$ cat src/rtl/pcie_apb_win_pkg.sv
package pcie_apb_win_pkg;

  localparam int CFG_W      = 32;
  localparam int CFG_BYTES  = CFG_W / 8;
  localparam int SLOT_COUNT = 4;
  localparam int SLOT_SEL_W = $clog2(SLOT_COUNT);

  typedef enum logic [SLOT_SEL_W-1:0] {
    SLOT_HDR0 = 2'd0,
    SLOT_HDR1 = 2'd1,
    SLOT_CMD  = 2'd2,
    SLOT_DATA = 2'd3
  } winSlot_t;

  typedef enum logic [1:0] {
    BUS_IDLE   = 2'd0,
    BUS_SETUP  = 2'd1,
    BUS_ACCESS = 2'd2
  } busPhase_t;

  // strobes from control to datapath
  typedef struct packed {
    logic     rdFire;
    logic     rdHit;
    winSlot_t slot;
    logic     wrCmd;
    logic     wrData;
    logic     launch;
    logic     complete;
  } winStrobe_t;

endpackage

$ cat src/rtl/pcie_apb_win_ctrl.sv
module pcie_apb_win_ctrl
  import pcie_apb_win_pkg::*;
#(
  parameter logic [11:0] CAP_BYTE_OFFSET = 12'h480,
  parameter int          REGNUM_W        = 10,
  parameter int          FUNC_W          = 8
) (
  input  logic                clk,
  input  logic                rst,
  input  logic                cfgRdStrobe,
  input  logic                cfgWrStrobe,
  input  logic [REGNUM_W-1:0] cfgRegNum,
  input  logic [FUNC_W-1:0]   cfgFuncNum,
  input  logic                apbReady,
  output winStrobe_t          strb,
  output logic                busSel,
  output logic                busEnable
);

  localparam int unsigned         BASE_DW  = int'(CAP_BYTE_OFFSET) >> 2;
  localparam logic [REGNUM_W-1:0] BASE_IDX = REGNUM_W'(BASE_DW);
  localparam logic [REGNUM_W-1:0] SPAN     = REGNUM_W'(SLOT_COUNT);

  logic [REGNUM_W-1:0] relIdx;
  logic                inRange;
  winSlot_t            slot;
  busPhase_t           phase, phaseNext;
  logic                pending;
  logic                launch, complete;

  // unsigned wrap makes numbers below the base fall out of range
  always_comb begin
    relIdx  = cfgRegNum - BASE_IDX;
    inRange = (cfgFuncNum == '0) && (relIdx < SPAN);
    slot    = winSlot_t'(relIdx[SLOT_SEL_W-1:0]);
  end

  always_comb begin
    launch   = (phase == BUS_IDLE) && pending;
    complete = (phase == BUS_ACCESS) && apbReady;
    phaseNext = phase;
    case (phase)
      BUS_IDLE:   if (pending) phaseNext = BUS_SETUP;
      BUS_SETUP:  phaseNext = BUS_ACCESS;
      BUS_ACCESS: if (apbReady) phaseNext = BUS_IDLE;
      default:    phaseNext = BUS_IDLE;
    endcase
  end

  always_comb begin
    strb.rdFire   = cfgRdStrobe;
    strb.rdHit    = inRange;
    strb.slot     = slot;
    strb.wrCmd    = cfgWrStrobe && inRange && (slot == SLOT_CMD);
    strb.wrData   = cfgWrStrobe && inRange && (slot == SLOT_DATA);
    strb.launch   = launch;
    strb.complete = complete;
  end

  always_ff @(posedge clk) begin
    if (rst) begin
      phase   <= BUS_IDLE;
      pending <= 1'b0;
    end else begin
      phase   <= phaseNext;
      // a command arriving on the launch edge stays pending for the next slot
      pending <= (pending && !launch) || strb.wrCmd;
    end
  end

  assign busSel    = (phase != BUS_IDLE);
  assign busEnable = (phase == BUS_ACCESS);

endmodule

$ cat src/rtl/pcie_apb_win_dp.sv
module pcie_apb_win_dp
  import pcie_apb_win_pkg::*;
#(
  parameter logic [15:0] CAP_ID      = 16'h000B,
  parameter logic [3:0]  CAP_VER     = 4'h1,
  parameter logic [11:0] CAP_NEXT    = 12'h000,
  parameter logic [15:0] VSEC_VENDOR = 16'h00DB,
  parameter logic [3:0]  VSEC_REV    = 4'h1,
  parameter int          APB_ADDR_W  = 16
) (
  input  logic                  clk,
  input  logic                  rst,
  input  winStrobe_t            strb,
  input  logic [CFG_W-1:0]      cfgWrData,
  input  logic [CFG_BYTES-1:0]  cfgByteEn,
  input  logic [CFG_W-1:0]      apbRdata,
  output logic [CFG_W-1:0]      cfgRdData,
  output logic                  cfgRdValid,
  output logic [APB_ADDR_W-1:0] busAddr,
  output logic                  busWrite,
  output logic [CFG_W-1:0]      busWdata
);

  localparam logic [11:0]  VSEC_LEN  = 12'(SLOT_COUNT * 4);
  localparam logic [CFG_W-1:0] HDR0_WORD = {CAP_NEXT, CAP_VER, CAP_ID};
  localparam logic [CFG_W-1:0] HDR1_WORD = {VSEC_LEN, VSEC_REV, VSEC_VENDOR};
  localparam int PAD_W = CFG_W - 1 - APB_ADDR_W;

  logic                  cmdFlag;
  logic [APB_ADDR_W-1:0] cmdAddr;
  logic [CFG_W-1:0]      dataWord;
  logic [CFG_W-1:0]      readMux;

  // data register, one lane per byte enable
  for (genvar ln = 0; ln < CFG_BYTES; ln++) begin : g_lane
    logic [7:0] laneQ;
    always_ff @(posedge clk) begin
      if (rst) begin
        laneQ <= '0;
      end else if (strb.wrData && cfgByteEn[ln]) begin
        laneQ <= cfgWrData[ln*8 +: 8];
      end else if (strb.complete && !busWrite) begin
        laneQ <= apbRdata[ln*8 +: 8];
      end
    end
    assign dataWord[ln*8 +: 8] = laneQ;
  end

  always_ff @(posedge clk) begin
    if (rst) begin
      cmdFlag <= 1'b0;
      cmdAddr <= '0;
    end else if (strb.wrCmd) begin
      cmdFlag <= cfgWrData[CFG_W-1];
      cmdAddr <= cfgWrData[APB_ADDR_W-1:0];
    end
  end

  always_ff @(posedge clk) begin
    if (rst) begin
      busAddr  <= '0;
      busWrite <= 1'b0;
      busWdata <= '0;
    end else if (strb.launch) begin
      busAddr  <= cmdAddr;
      busWrite <= cmdFlag;
      busWdata <= dataWord;
    end
  end

  always_comb begin
    case (strb.slot)
      SLOT_HDR0: readMux = HDR0_WORD;
      SLOT_HDR1: readMux = HDR1_WORD;
      SLOT_CMD:  readMux = {cmdFlag, {PAD_W{1'b0}}, cmdAddr};
      default:   readMux = dataWord;
    endcase
  end

  always_ff @(posedge clk) begin
    if (rst) begin
      cfgRdValid <= 1'b0;
      cfgRdData  <= '0;
    end else begin
      cfgRdValid <= strb.rdFire;
      cfgRdData  <= (strb.rdFire && strb.rdHit) ? readMux : '0;
    end
  end

endmodule

$ cat src/rtl/pcie_apb_window.sv
module pcie_apb_window
  import pcie_apb_win_pkg::*;
#(
  parameter logic [11:0] CAP_BYTE_OFFSET = 12'h480,
  parameter logic [15:0] CAP_ID          = 16'h000B,
  parameter logic [3:0]  CAP_VER         = 4'h1,
  parameter logic [11:0] CAP_NEXT        = 12'h000,
  parameter logic [15:0] VSEC_VENDOR     = 16'h00DB,
  parameter logic [3:0]  VSEC_REV        = 4'h1,
  parameter int          REGNUM_W        = 10,
  parameter int          FUNC_W          = 8,
  parameter int          APB_ADDR_W      = 16
) (
  input  logic                  clk,
  input  logic                  rst,
  input  logic                  cfgRdStrobe,
  input  logic                  cfgWrStrobe,
  input  logic [REGNUM_W-1:0]   cfgRegNum,
  input  logic [FUNC_W-1:0]     cfgFuncNum,
  input  logic [31:0]           cfgWrData,
  input  logic [3:0]            cfgByteEn,
  output logic [31:0]           cfgRdData,
  output logic                  cfgRdValid,
  output logic [APB_ADDR_W-1:0] apbAddr,
  output logic                  apbSel,
  output logic                  apbEnable,
  output logic                  apbWrite,
  output logic [31:0]           apbWdata,
  output logic [3:0]            apbStrb,
  input  logic [31:0]           apbRdata,
  input  logic                  apbReady
);

  winStrobe_t strb;

  pcie_apb_win_ctrl #(
    .CAP_BYTE_OFFSET(CAP_BYTE_OFFSET),
    .REGNUM_W       (REGNUM_W),
    .FUNC_W         (FUNC_W)
  ) u_ctrl (
    .clk        (clk),
    .rst        (rst),
    .cfgRdStrobe(cfgRdStrobe),
    .cfgWrStrobe(cfgWrStrobe),
    .cfgRegNum  (cfgRegNum),
    .cfgFuncNum (cfgFuncNum),
    .apbReady   (apbReady),
    .strb       (strb),
    .busSel     (apbSel),
    .busEnable  (apbEnable)
  );

  pcie_apb_win_dp #(
    .CAP_ID     (CAP_ID),
    .CAP_VER    (CAP_VER),
    .CAP_NEXT   (CAP_NEXT),
    .VSEC_VENDOR(VSEC_VENDOR),
    .VSEC_REV   (VSEC_REV),
    .APB_ADDR_W (APB_ADDR_W)
  ) u_dp (
    .clk       (clk),
    .rst       (rst),
    .strb      (strb),
    .cfgWrData (cfgWrData),
    .cfgByteEn (cfgByteEn),
    .apbRdata  (apbRdata),
    .cfgRdData (cfgRdData),
    .cfgRdValid(cfgRdValid),
    .busAddr   (apbAddr),
    .busWrite  (apbWrite),
    .busWdata  (apbWdata)
  );

  assign apbStrb = '1;

endmodule

$ cat config.mk
export PLATFORM = sky130hd
export DESIGN_NAME = pcie_apb_window
export DESIGN_NICKNAME = d
export VERILOG_FILES = /design/src/rtl/pcie_apb_win_pkg.sv /design/src/rtl/pcie_apb_win_ctrl.sv /design/src/rtl/pcie_apb_win_dp.sv /design/src/rtl/pcie_apb_window.sv
export SDC_FILE = /design/constraint.sdc
export NUM_CORES = 1
export LEC_CHECK = 0
export ABC_AREA = 0
export BUFFER_PORTS_ARGS = -buffer_cell sky130_fd_sc_hd__buf_2
export CAP_MARGIN = 5
export CORE_UTILIZATION = 45
export CTS_CLUSTER_SIZE = 40
export DETAILED_ROUTE_END_ITERATION = 10
export HOLD_SLACK_MARGIN = 0.08
export PLACE_DENSITY = 0.76
export SYNTH_ARGS = -nofsm -noshare
export SYNTH_HDL_FRONTEND = slang
export SYNTH_HIERARCHICAL = 1
export SYNTH_SLANG_ARGS = --single-unit
$ cat constraint.sdc
create_clock -name clk -period 1.8 [get_ports clk]
set_input_delay 0.27 -clock clk [delete_from_list [all_inputs] [get_ports clk]]
set_output_delay 0.27 -clock clk [all_outputs]
set_load 0.03 [all_outputs]
==> results.toml, run 1 <==
[worst_setup_path]
cp_top_family = "simple AND/OR/NAND/NOR gates"
cpMaxStageDelayCell = "buf_4"
endpoint_kind = "register"
arrival_ps = 1980
required_ps = 2080
worstSetupStartpointType = "primary input"
crit_chain = "buf_2 -> inv_8 -> ha_4 -> and4bb_2 -> nand4b_1 -> buf_4 -> nor4_4 -> buf_4 -> mux2i_1 -> nor2_1"
reg2reg_slack_ps = 140
critical_path.max_stage_delay_ps = 260
path_common_cell = "buf_4"
path_max_fanout = 10
worstSetupPathType = "primary input to register"
timing.rr.start = "u_ctrl/phase[1]"
critPathLaunch = "cfgRegNum[6]"
path_buf_inv = 4

[clock_tree]
cts-htree-levels = 4
max-clock-path-buffers = 2
cts_buffers = 17
clock_latency_ps = 410
path_clk_slew_ps = 50
cts_resized = 0
cts_tree = "built"
cts-root-buf = "clkbuf_16"
cts.sinks = 134

[floorplanning]
initial_core_util_pct = 46.8
fp.dieW_um = 109
dieArea_sq_um = 11800
num_io_pins = 179
num_rows = 38
core_area_sq_um = 10900
die_h_um = 109

[global_route]
grt_overflow_total = 0
grt_max_degree = 61
grt_pass1_vias = 4396
track_usage_pct = 23.6
grt_antenna_before_repair = 0
grt_pass1_wl_mm = 21.1

[sta]
slew_violations = 0
tightestPinTransition_ps = 616
rsz0062_at_grt = "no"
fmax_mhz = 589
finalHoldViolations = 0
finClkSkew_ps = 8.23
fin_crit_sh_pct = 94.4
worst_slack_ps = 101
period_minus_slack_ps = 1700
setup_viol = 0
slew_headroom_pct = 59.0

[drt]
ant_nets = 0
vias = 4359
drc = 0
drt_iter0_drc = 325
vias_per_cell = 5.08
wirelength_mm = 13.5
firstDrtPassIters = 6
wl_per_cell_um = 15.7

[yosys]
synth_top_cell_by_area = "dfxtp_1"
ys_ff_latch = 134
syn_inst = 534
synth_area_leaders = "dfxtp_1 (52%), mux2i_1 (16%), nor2_1 (8.4%), nand2_1 (5.7%), a311oi_1 (5.5%)"
post_synth.cell_area_avg_sq_um = 9.57
ys_seq_area_share_pct = 52.5
synth_top_area_share_pct = 52.5
ys_warn_count = 6
ys_types = 31
netlist_area_sq_um = 5110

[placed_design]
detailed_place_hpwl_mm = 9.23
place_area_sq_um = 6190
place_congestion = 0.819
io_buffers = 174
post-place-ws_ps = -314

[layout]
layout_commonest_cell = "buf_2"
mostFrequentLayoutCells = "buf_2 (173), dfxtp_1 (134), nor2_1 (113)"
fill_cells = 931
final_layout_size_suffix_gt1_share_pct = 32.7
finalInstanceArea_sq_um = 6720
nNetsFinal = 800
areaGrowthSynthToFinish_pct = 31.4
n_antenna_cell = 0

[run_status]
status = "complete, no violations"

[run]
cap_violations = 0

[pwr]
total_leakage_power_uw = 0.00286
power.density_nw_per_um2 = 929
irDropWorstVdd_v = 0.000693

[hold_path]
hp-start = "cfgWrData[6]"
hold_path_class = "primary input to register"
where the power goes:
group	internal (uW)	total, uW	switching, uW	leakage, uW
clock	1870	3050	1180	0.000261
combinational	96.5	221	124	0.00152
sequential	2970	2970	0.298	0.00108
logic make-up after synthesis:
| family | Yosys count | share of synthesized area (%) |
|---|---|---|
| simple gates | 224 | 18.7 |
| flops | 134 | 52.5 |
| mux | 81 | 15.9 |
| buf+inv | 48 | 5.53 |
| compound gates | 44 | 6.97 |
| fa+ha+maj | 1 | 0.245 |
| other cells | 1 | 0.0734 |
| xor+xnor | 1 | 0.171 |
path summary, 6_finish.rpt:
path	endpoint	cells after the start
max	u_dp/cmdAddr[2]	10
min	u_dp/cmdAddr[6]	3
max reg2reg	u_dp/g_lane[3].laneQ[5]	6
min reg2reg	u_dp/cfgRdData[20]	1
Yosys cell counts (all sizes together):
library cell,n
a311oi,32
nand3,2
and2,14
nor4,2
ha,1
nand2,77
a21oi,7
mux2i,81
dfxtp,134
nor4b,1
or2,1
and4bb,1
buf,37
o21ai,3
and3,1
conb,1
nor3,3
clkbuf,7
and3b,1
o32ai,1
nand4b,1
or3,1
inv,4
nand2b,1
o211a,1
nor2b,4
xnor2,1
nor2,114
stage by stage:
stage	util [%]	cells	setup TNS, ps	power, uW	hold slack, ps
3_3_place_gp	56.6	828	-15130	3250	461
3_5_place_dp	56.6	828	-17080	3250	470
6_report	61.5	858	0	6240	120
4_1_cts	61.5	858	0	6300	103
2_1_floorplan	-	537	-286	3130	342
5_1_grt	61.5	858	0	6430	113
cell type report:
| class | instances | area [sq um] | share of cell area (%) |
|---|---|---|---|
| flip-flops and latches | 134 | 2680 | 39.9 |
| multi-input cells | 355 | 2200 | 32.8 |
| repair buffers | 196 | 1120 | 16.6 |
| clock buffers | 24 | 492 | 7.32 |
| well taps | 140 | 175 | 2.61 |
| inverters | 4 | 27.5 | 0.410 |
| clock inverters | 5 | 25.0 | 0.372 |
worst min-delay path, cell delays in order:
cell	delay [ps]
buf_2	90
mux2i_1	60
nor2_1	80
state kept, by name (all words and copies together), names as in the netlist, 2 cells and up:
signal / flops
u_dp/g_lane.laneQ: 32
u_dp/cmdAddr: 16
u_ctrl/phase: 2
u_dp/busAddr: 16
u_dp/cfgRdData: 32
u_dp/busWdata: 32
routing by layer:
layer	vias to the layer above	track usage, %	wire (um)	share of wire, %
li1	2129	-	-	-
met1	2034	27.6	5380	40
met2	179	39.9	6760	50
met3	17	6.87	1190	8.8
met4	0	10.0	162	1.2
met5	-	0	0	0
repair_timing:
item / 4_1_cts / 5_1_grt
hold buffers: 1 / 0
hold endpoints to repair: 2 / 0
setup buffers: 0 / 0
Note: power is estimated with default switching activity, not from simulation.
==> inputs of run 2 (changes only) <==
==> constraint.sdc (replaced) <==
create_clock -name clk -period 1.8 [get_ports clk]
set_input_delay 0.27 -clock clk [delete_from_list [all_inputs] [get_ports clk]]
set_output_delay 0.27 -clock clk [all_outputs]
set_load 0.05 [all_outputs]
==> run 2 against run 1 <==
  * Non-clock buffer count up 2
  * First-iteration DRC count is 33% lower
  * Cell count is 0.58% higher
  * Critical path depth is the same
  * Sequential share of layout area fell by 1.3 points
  * Clock skew about the same
  * Cell area rose by 3.4%
  * Largest cell class unchanged
  * Highest routed layer unchanged
==> results.toml, run 2 (synthesis results as in run 1) <==
[worst_setup_path]
worstSetupStartpointType = "primary input"
path_max_fanout = 12
arrival_ps = 2090
endpoint_kind = "register"
r2r_end = "u_dp/g_lane[0].laneQ[7]"
worstSetupPathType = "primary input to register"
required_ps = 2110
r2r_cells = 6
reg2reg_slack_ps = 110
timing.rr.start = "u_ctrl/phase[1]"

[global_route]
grt_antenna_before_repair = 0
grt_max_degree = 61
grt_overflow_total = 0
grt_pass1_wl_mm = 21.4
grt_pass1_vias = 4415
track_usage_pct = 24.1

[sta]
slew_violations = 0
period_minus_slack_ps = 1780
fmax_mhz = 561
fin_crit_sh_pct = 99.0
finalHoldViolations = 0
finClkSkew_ps = 8.55
setup_viol = 0
slew_headroom_pct = 55.7
tightestPinTransition_ps = 665
rsz0062_at_grt = "yes"

[drt]
wirelength_mm = 14.0
drc = 0
ant_nets = 0
vias = 4459
wl_per_cell_um = 16.2
drt_iter0_drc = 219
firstDrtPassIters = 5
vias_per_cell = 5.17

[clock_tree]
cts-htree-levels = 4
cts.sinks = 134
path_clk_slew_ps = 60
cts-root-buf = "clkbuf_16"
cts_buffers = 17
cts_tree = "built"
clock_latency_ps = 420
max-clock-path-buffers = 2

[floorplanning]
num_io_pins = 179
num_rows = 38
die_h_um = 109
fp.dieW_um = 109
core_area_sq_um = 10900
initial_core_util_pct = 46.8
dieArea_sq_um = 11800

[layout]
mostFrequentLayoutCells = "buf_2 (171), dfxtp_1 (134), nor2_1 (107)"
n_antenna_cell = 0
areaGrowthSynthToFinish_pct = 35.9
fin_cells = 863
layout_commonest_cell = "buf_2"
fill_cells = 878
finalInstanceArea_sq_um = 6950
final_layout_size_suffix_gt1_share_pct = 35.5
top_regs = "u_dp/busWdata: 32 flops, u_dp/cfgRdData: 32 flops, u_dp/g_lane.laneQ: 32 flops"
nNetsFinal = 802
fin_util_pct = 63.5

[pwr]
power.density_nw_per_um2 = 1030
total_leakage_power_uw = 0.00292
irDropWorstVdd_v = 0.000779

[run_status]
status = "complete, no violations"

[placed_design]
place_congestion = 0.800
place_area_sq_um = 6190
detailed_place_hpwl_mm = 9.37
dp.cells = 830
io_buffers = 174

[run]
cap_violations = 0

[hold_path]
whs_path_depth = 3
hold_path_class = "primary input to register"
hp-start = "apbRdata[11]"
holdPathEnd = "u_dp/g_lane[1].laneQ[3]"
[run 2: changes by cell type in the layout (fill, tap and decap cells not counted), moves of 4 or more]
cell	previous run	this run
nor2_1	113	107
a311oi_2	0	7
bufinv_16	0	6
clkbuf_8	4	0
nor2_2	0	6
clkinv_2	5	1
buf_4	16	20
a311oi_1	32	25
[run 2: worst max path at each step]
stage                         start                       to  slack, ps  depth (start not counted)
global route           cfgRegNum[6]  u_dp/g_lane[2].laneQ[6]        -30                         11
floorplan              cfgRegNum[6]         u_dp/cmdAddr[10]        -30                          9
CTS                 u_ctrl/phase[1]  u_dp/g_lane[0].laneQ[7]         80                          6
detailed placement     cfgRegNum[6]       u_dp/cfgRdData[22]       -320                          9
finish                 cfgRegNum[6]  u_dp/g_lane[2].laneQ[5]         20                         10
global placement       cfgRegNum[6]          u_dp/cmdAddr[5]       -240                          9
[run 2: worst max-delay path: stages]
cell      delay, ps
buf_4           110
inv_8            30
ha_4            240
and4bb_2        230
nand4b_1        240
nor3_2          230
buf_4           180
nand2_1          80
buf_4           180
a311oi_1        280
[run 2: power by group]
| group | leakage [uW] | total, uW | switching (uW) | internal (uW) |
|---|---|---|---|---|
| sequential | 0.00108 | 2970 | 0.177 | 2970 |
| clock | 0.000320 | 3950 | 1350 | 2610 |
| combinational | 0.00152 | 237 | 138 | 98.8 |
[run 2: layout make-up]
class	instances	area, sq um	area share [%]
flip-flops and latches	134	2680	38.6
multi-input cells	355	2270	32.6
repair buffers	198	1120	16.1
clock buffers	17	425	6.12
clock inverters	15	251	3.62
well taps	140	175	2.52
inverters	4	27.5	0.396
[run 2: per-layer routing]
layer / GRT usage (%) / vias to the layer above / part of all wire, %
li1: - / 2144 / -
met1: 27.3 / 2110 / 41
met2: 41.8 / 180 / 50
met3: 7.05 / 25 / 6.9
met4: 10.3 / 0 / 1.8
met5: 0 / - / 0
[run 2: what timing repair did]
item | in CTS | in global routing
setup endpoints to repair | 0 | 14
buffers inserted | 0 | 0
hold buffers | 1 | 0
hold endpoints to repair | 2 | 0
gates resized for setup | 0 | 18
[run 2: per-stage QoR]
step	worst slack, ps	hold WS [ps]	TNS, ps	total power [uW]
after global placement	-236	463	-14300	3260
after detailed placement	-324	469	-20280	3260
after global routing	-29.6	104	-73.1	7360
final	18.4	118	0	7160
after CTS	78.9	98.1	0	7210
after floorplan	-27.5	342	-275	3140
==> inputs of run 3 (changes only) <==
--- a/config.mk
+++ b/config.mk
@@ -12,7 +12,7 @@
 export CTS_CLUSTER_SIZE = 40
 export DETAILED_ROUTE_END_ITERATION = 10
 export HOLD_SLACK_MARGIN = 0.08
-export PLACE_DENSITY = 0.76
+export PLACE_DENSITY = 0.81
 export SYNTH_ARGS = -nofsm -noshare
 export SYNTH_HDL_FRONTEND = slang
 export SYNTH_HIERARCHICAL = 1
==> run 3 against run 2 <==
  * Clock power down 23%
  * Flip-flop and latch count stayed put
  * Total power down 13%
  * Worst setup slack worse by 13 ps
  * Count of clock-buffer cells in the layout rose by 4
  * Critical path type unchanged
  * Highest routed layer unchanged
==> results.toml, run 3 (synthesis results as in run 1) <==
[sta]
rsz0062_at_grt = "yes"
slew_violations = 0
fin_crit_sh_pct = 99.7
finalHoldViolations = 0
finClkSkew_ps = 9.04
setup_viol = 0
fmax_mhz = 557
worst_slack_ps = 5.03
period_minus_slack_ps = 1790

[clock_tree]
cts-htree-levels = 4
cts.sinks = 134
path_clk_slew_ps = 50
clock_latency_ps = 410
hold_buffers = 0
cts_tree = "built"
cts-root-buf = "clkbuf_16"
max-clock-path-buffers = 2
cts_buffers = 17

[layout]
fill_cells = 879
finalInstanceArea_sq_um = 6840
final_layout_size_suffix_gt1_share_pct = 33.5
top_regs = "u_dp/busWdata: 32 flops, u_dp/cfgRdData: 32 flops, u_dp/g_lane.laneQ: 32 flops"
nNetsFinal = 803
n_antenna_cell = 0
areaGrowthSynthToFinish_pct = 33.8
layout_commonest_cell = "buf_2"
mostFrequentLayoutCells = "buf_2 (171), dfxtp_1 (134), nor2_1 (113)"

[drt]
vias = 4358
vias_per_cell = 5.07
ant_nets = 0
wl_per_cell_um = 15.7
wirelength_mm = 13.5
drc = 0
drt_iter0_drc = 196
firstDrtPassIters = 5

[worst_setup_path]
endpoint_kind = "register"
timing.rr.start = "u_ctrl/phase[1]"
reg2reg_slack_ps = 80
worstSetupStartpointType = "primary input"
worstSetupPathType = "primary input to register"
path_max_fanout = 8
required_ps = 2080
arrival_ps = 2080
r2r_end = "u_dp/g_lane[3].laneQ[3]"
r2r_cells = 6

[pwr]
switching_power_uw = 1290
switching_share_pct = 20.7
intPower_uw = 4950
clockPowerShare_pct = 48.7
seqPwrFrac_pct = 47.5
power.density_nw_per_um2 = 913
total_leakage_power_uw = 0.00289
combPwrFrac_pct = 3.8
irDropWorstVdd_v = 0.000630

[placed_design]
io_buffers = 174
post-place-ws_ps = -379
place_area_sq_um = 6230
place_congestion = 0.772
detailed_place_hpwl_mm = 9.41

[hold_path]
hp-start = "cfgWrData[9]"
hold_path_class = "primary input to register"
whs_path_depth = 3
holdPathEnd = "u_dp/cmdAddr[9]"

[global_route]
grt_pass1_wl_mm = 20.8
grt.met3_usage_pct = 6.39
grt_max_degree = 44
grt_use_met1_pct = 26.8
met2_usage_pct = 40.0
grt_pass1_vias = 4292
grt-busiest-layer = "met2"
track_usage_pct = 23.4
grt_antenna_before_repair = 0
grt_overflow_total = 0

[floorplanning]
fp.dieW_um = 109
num_io_pins = 179
core_area_sq_um = 10900
dieArea_sq_um = 11800
num_rows = 38
die_h_um = 109
initial_core_util_pct = 46.8

[run]
cap_violations = 0

[run_status]
status = "complete, no violations"
[run 3: power groups by stage]
| stage | Sequential [uW] | Combinational (uW) | Clock (uW) |
|---|---|---|---|
| 5_1_grt | 2970 | 256 | 3210 |
| 6_report | 2970 | 236 | 3040 |
| 3_3_place_gp | 3030 | 223 | 0 |
| 3_5_place_dp | 3030 | 228 | 0 |
| 4_1_cts | 2970 | 229 | 3090 |
| 2_1_floorplan | 3040 | 102 | 0 |
[run 3: through the flow]
stage	util, %	std cells	setup TNS, ps	hold WS, ps	power [uW]
6_report	62.5	859	0	119	6250
2_1_floorplan	-	537	-275	342	3140
4_1_cts	61.6	855	0	95.9	6290
3_5_place_dp	57.0	828	-21210	469	3260
3_3_place_gp	57.0	828	-17860	461	3260
5_1_grt	62.5	859	-1180	120	6430
[run 3: critical path: stages]
cell,delay [ps]
buf_8,80
inv_8,30
ha_4,240
and4bb_2,220
nand4b_1,160
buf_4,190
nor4_4,280
buf_6,180
clkbuf_16,170
mux2i_1,190
nor2_1,50
[run 3: metal layers]
metal / routed length [um] / vias to the layer above / part of all wire (%)
met4: 204 / 0 / 1.5
met5: 0 / - / 0
met1: 5580 / 2048 / 41
met2: 6820 / 158 / 50
li1: - / 2134 / -
met3: 909 / 18 / 6.7
[run 3: worst max path at each step]
stage / start / end / slack (ps) / cells past startpoint
3_3_place_gp: cfgRegNum[6] / u_dp/g_lane[3].laneQ[5] / -290 / 10
3_5_place_dp: cfgRegNum[6] / u_dp/g_lane[3].laneQ[3] / -380 / 10
5_1_grt: cfgRegNum[6] / u_dp/cmdAddr[15] / -90 / 11
6_report: cfgRegNum[6] / u_dp/cmdAddr[11] / 5 / 11
2_1_floorplan: cfgRegNum[6] / u_dp/cmdAddr[10] / -30 / 9
4_1_cts: cfgRegNum[6] / u_dp/g_lane[3].laneQ[3] / 20 / 10
[run 3: layout make-up]
| cell class | instances | area [sq um] | share of cell area, % |
|---|---|---|---|
| clock inverters | 6 | 57.6 | 0.842 |
| well taps | 140 | 175 | 2.56 |
| clock buffers | 21 | 450 | 6.59 |
| flip-flops and latches | 134 | 2680 | 39.2 |
| repair buffers | 199 | 1220 | 17.8 |
| multi-input cells | 355 | 2230 | 32.5 |
| inverters | 4 | 27.5 | 0.402 |
[run 3: what timing repair did]
action,4_1_cts,5_1_grt
resized for setup,0,10
setup endpoints to repair,0,10
setup buffers,0,2
